### config.mk
export PLATFORM = sky130hd
export DESIGN_NAME = dnt_interval_timer
export DESIGN_NICKNAME = d
export VERILOG_FILES = /design/src/rtl/dnt_pkg.sv /design/src/rtl/dnt_bus_port.sv /design/src/rtl/dnt_counter.sv /design/src/rtl/dnt_irq_gen.sv /design/src/rtl/dnt_interval_timer.sv
export SDC_FILE = /design/constraint.sdc
export NUM_CORES = 1
export LEC_CHECK = 0
export BUFFER_PORTS_ARGS = -buffer_cell sky130_fd_sc_hd__buf_4
export CELL_PAD_IN_SITES_DETAIL_PLACEMENT = 2
export CELL_PAD_IN_SITES_GLOBAL_PLACEMENT = 2
export CORE_ASPECT_RATIO = 1.2
export CORE_MARGIN = 10
export CORE_UTILIZATION = 35
export DETAILED_ROUTE_END_ITERATION = 7
export PLACE_DENSITY = 0.91
export SYNTH_ARGS = -nofsm -noshare
export SYNTH_HDL_FRONTEND = slang
export SYNTH_SLANG_ARGS = --single-unit
### constraint.sdc
create_clock -name clk -period 5.8 [get_ports clk]
set_input_delay 0.87 -clock clk [delete_from_list [all_inputs] [get_ports clk]]
set_output_delay 0.87 -clock clk [all_outputs]
set_load 0.1 [all_outputs]
### src/rtl/dnt_pkg.sv
package dnt_pkg;
  typedef enum logic {
    MODE_ONESHOT = 1'b0,
    MODE_RELOAD  = 1'b1
  } dnt_mode_e;
endpackage

### src/rtl/dnt_bus_port.sv
module dnt_bus_port #(
  parameter int DATA_W = 32,
  localparam int CNT_W = DATA_W - 1
) (
  input  logic              clk,
  input  logic              rst,
  input  logic              stb,
  input  logic              we,
  input  logic [DATA_W-1:0] wdata,
  input  logic [CNT_W-1:0]  live_cnt,
  input  logic              live_mode,
  output logic              wr_en,
  output logic [CNT_W-1:0]  wr_count,
  output logic              wr_mode,
  output logic              ack,
  output logic              stall,
  output logic [DATA_W-1:0] rdata
);
  assign wr_en    = stb && we;
  assign wr_count = wdata[CNT_W-1:0];
  assign wr_mode  = wdata[DATA_W-1];
  assign stall    = 1'b0;

  always_ff @(posedge clk) begin
    if (rst) begin
      ack   <= 1'b0;
      rdata <= '0;
    end else begin
      ack <= stb;
      if (stb && !we) rdata <= {live_mode, live_cnt};
    end
  end
endmodule

### src/rtl/dnt_counter.sv
module dnt_counter #(
  parameter int CNT_W     = 31,
  parameter bit RELOAD_EN = 1'b1
) (
  input  logic             clk,
  input  logic             rst,
  input  logic             run_en,
  input  logic             wr_en,
  input  logic [CNT_W-1:0] wr_count,
  input  logic             wr_mode,
  output logic [CNT_W-1:0] cnt_q,
  output logic             mode_q,
  output logic             hit
);
  import dnt_pkg::*;

  logic [CNT_W-1:0] reload_q;
  logic             mode_eff;

  generate
    if (RELOAD_EN) begin : g_reload
      assign mode_eff = wr_mode;
    end else begin : g_oneshot_only
      assign mode_eff = MODE_ONESHOT;
    end
  endgenerate

  assign hit = run_en && !wr_en && (cnt_q == CNT_W'(1));

  always_ff @(posedge clk) begin
    if (rst) begin
      cnt_q    <= '0;
      reload_q <= '0;
      mode_q   <= MODE_ONESHOT;
    end else if (wr_en) begin
      cnt_q    <= wr_count;
      reload_q <= wr_count;
      mode_q   <= mode_eff;
    end else if (hit) begin
      cnt_q <= (mode_q == MODE_RELOAD) ? reload_q : '0;
    end else if (run_en && cnt_q != '0) begin
      cnt_q <= cnt_q - CNT_W'(1);
    end
  end
endmodule

### src/rtl/dnt_irq_gen.sv
module dnt_irq_gen (
  input  logic clk,
  input  logic rst,
  input  logic hit,
  output logic irq
);
  always_ff @(posedge clk) begin
    if (rst) irq <= 1'b0;
    else     irq <= hit;
  end
endmodule

### src/rtl/dnt_interval_timer.sv
module dnt_interval_timer #(
  parameter int DATA_W    = 32,
  parameter bit RELOAD_EN = 1'b1,
  localparam int CNT_W    = DATA_W - 1
) (
  input  logic              clk,
  input  logic              rst,
  input  logic              run_en,
  input  logic              reg_stb,
  input  logic              reg_we,
  input  logic [DATA_W-1:0] reg_wdata,
  output logic              reg_ack,
  output logic              reg_stall,
  output logic [DATA_W-1:0] reg_rdata,
  output logic              expire_irq
);
  logic             wr_en;
  logic [CNT_W-1:0] wr_count;
  logic             wr_mode;
  logic [CNT_W-1:0] cnt_q;
  logic             mode_q;
  logic             hit;

  dnt_bus_port #(.DATA_W(DATA_W)) u_port (
    .clk(clk), .rst(rst), .stb(reg_stb), .we(reg_we), .wdata(reg_wdata),
    .live_cnt(cnt_q), .live_mode(mode_q),
    .wr_en(wr_en), .wr_count(wr_count), .wr_mode(wr_mode),
    .ack(reg_ack), .stall(reg_stall), .rdata(reg_rdata)
  );

  dnt_counter #(.CNT_W(CNT_W), .RELOAD_EN(RELOAD_EN)) u_cnt (
    .clk(clk), .rst(rst), .run_en(run_en),
    .wr_en(wr_en), .wr_count(wr_count), .wr_mode(wr_mode),
    .cnt_q(cnt_q), .mode_q(mode_q), .hit(hit)
  );

  dnt_irq_gen u_irq (.clk(clk), .rst(rst), .hit(hit), .irq(expire_irq));
endmodule

==> results.yml <==
clocking:
  cts.sinks: 97
  cts_inserted_buffers: 9
  cts_tree: "done"
  hold_buffers: 0
  post_cts_buffers: 0
  clk_transition_reported_paths_ps: 70
  post_cts_resize_count: 0
  insertion_delay_ps: 360
  clock_path_buffers: 2
  h-tree-depth: 3
  cts_root_buffer: "clkbuf_16"
routing:
  initialDrtViolationCount: 340
  wire_per_inst_um: 21.6
  viasPerCell: 5.79
  postRouteAntennaNets: 0
  finalWirelength_um: 17000
  drc: 0
  vias: 4559
  firstDrtPassIters: 8
min_path:
  hp-class: "reg -> reg"
  hold_path_depth: 2
  hp-start: "u_cnt.reload_q[4]"
  hold-path-endpoint: "u_cnt.reload_q[4]"
sta:
  hold_violations: 0
  tightest_slew_ps: 1270
  rsz0062_at_grt: "false"
  fmax_mhz: 265
  fin_ws_ps: 2020
  fin_tns_setup_ps: 0
  finalSetupViolCount: 0
  finClkSkew_ps: 8.45
  report.final.slew_viol_count: 0
  finalCritPeriodShare: 0.652
  slew_headroom: 0.152
  min_period_ps: 3780
synth:
  syn-cell-area_um2: 4470
  ys_types: 55
  synth_fp_nets: 617
  synth-main-ff-cell: "dfxtp_1"
  syn_avg_cell_area_um2: 7.73
  synthArstFlopShare: 0
  seq_area_frac_synth: 0.435
  ys_top_cells_by_area: "dfxtp_1, nand2_1, a21oi_1"
  yosysTopAreaCellShare: 0.435
  synth-edff-count: 0
  synthCells: 578
  ys_ff_latch: 97
  synth_largest_area_cell: "dfxtp_1"
  synth-warning-count: 0
worst_setup_path:
  rr_endpoint: "u_cnt.cnt_q[29]"
  critPathKind: "reg -> reg"
  reg2reg_from: "u_cnt.cnt_q[18]"
  cp_data_required_time_ps: 6030
  cp.arrival_ps: 4010
  reg2regPathDepth: 7
  r2r_setup_slack_ps: 2020
  worstSetupEndpointType: "register"
  cp_max_fo: 22
  cp-start-kind: "register"
place:
  detailedPlace.worstSlack_ps: 2180
  port_buffers: 70
  dpl.hpwl_um: 11300
  gp_congestion: 0.860
global_routing:
  overflow: 0
  antenna_found_initial: 0
  grt_max_degree: 88
  grt_pass1_vias: 5011
  track_usage: 0.195
  grt_pass1_wl_um: 27500
power_and_ir_drop:
  p_per_area_nw_per_um2: 338
  cellLeakagePower_uw: 0.00201
  peakVddDrop_uv: 178
finish:
  final_layout_size_suffix_gt1_frac: 0.171
  multiInputGateArea_um2: 2320
  final_cell_mix: "nand2_1, dfxtp_1, buf_4"
  regArea_um2: 1940
  fin_nets: 658
  areaGrowthSynthToFinish_pct: 19.4
  antenna_cells: 0
  final_common_cell: "nand2_1"
  nFillCells: 1448
floorplanning:
  start_util: 0.356
  dieHeight_um: 144
  die-area_um2: 17700
  die_w_um: 123
  core_um2: 12600
  rows: 45
  ioPinCount: 72
run:
  maxCapViolCount: 0
status:
  outcome: "finished clean"
==> worst max-delay path: stages (launching register included) <==
cell and delay [ps]:
dfxtp_1 390, or4_4 600, or4_1 610, nor4_4 320
buf_4 300, and2_1 770, a21boi_0 240, a221oi_1 410
==> layout make-up <==
class	instances	area share
multi-input combinational	431	0.434
inverter	5	0.00352
sequential	97	0.364
clock inverter	5	0.00703
tap	164	0.0385
clock buffer	11	0.0474
timing repair buffer	75	0.106
==> power breakdown <==
part / switching [µW] / internal [µW] / total (µW)
clock network: 276 / 317 / 592
logic: 290 / 152 / 442
registers: 59.9 / 708 / 768
total: 625 / 1180 / 1800
==> cells in the mapped netlist (4+ instances only) <==
cell type,n
o21ai_0,10
inv_1,5
buf_2,4
and4_1,6
a222oi_1,4
a311oi_1,12
a21boi_1,4
nor2b_1,4
a21oi_1,73
clkbuf_1,34
dfxtp_1,97
buf_1,4
nand2_1,162
a32oi_1,5
nand3_1,15
nand4_1,5
o211ai_1,8
o211a_1,4
nor2_1,33
a21boi_0,4
mux2_2,6
nor3_1,22
==> stage by stage <==
stage	hold WS, ps	total power [µW]	util	instances	area [µm²]
after floorplan	434	1080	-	578	4470
after global placement	441	1180	0.402	772	5050
after detailed placement	449	1210	0.402	772	5050
after CTS	460	1810	0.425	788	5340
after global routing	481	1890	0.425	788	5340
final	458	1800	0.425	788	5340
==> worst max path at each step <==
stage                      end  slack (ps)  depth (start not counted)            start
6_report       u_cnt.cnt_q[29]        2020                          7  u_cnt.cnt_q[18]
5_1_grt        u_cnt.cnt_q[29]        1820                          7  u_cnt.cnt_q[18]
4_1_cts        u_cnt.cnt_q[29]        2040                          7  u_cnt.cnt_q[18]
3_5_place_dp   u_cnt.cnt_q[29]        2180                          7  u_cnt.cnt_q[18]
3_3_place_gp   u_cnt.cnt_q[29]        2410                          7  u_cnt.cnt_q[18]
2_1_floorplan  u_cnt.cnt_q[28]        2950                          8  u_cnt.cnt_q[25]
==> state kept, by name, indices dropped and copies added, names as in the netlist <==
signal	cells
u_port.rdata	32
u_cnt.cnt_q	31
u_cnt.reload_q	31
u_irq.irq	1
u_cnt.mode_q	1
u_port.ack	1
==> kinds of logic after synthesis <==
group / synth area share
AO/OA/AOI/OAI: 0.209
flip-flops: 0.435
AND/OR/NAND/NOR: 0.283
other: 0.000839
adder cells (fa/ha/maj): 0.00560
multiplexers: 0.0196
buffers and inverters: 0.0473
==> routing by layer <==
metal,part of all wire,vias up,global-route usage
met3,0.057,31,0.0400
met1,0.43,2268,0.242
met2,0.49,142,0.324
met5,0,-,0
met4,0.024,0,0.0743
li1,-,2118,-
Note: power is estimated with default switching activity, not from simulation.
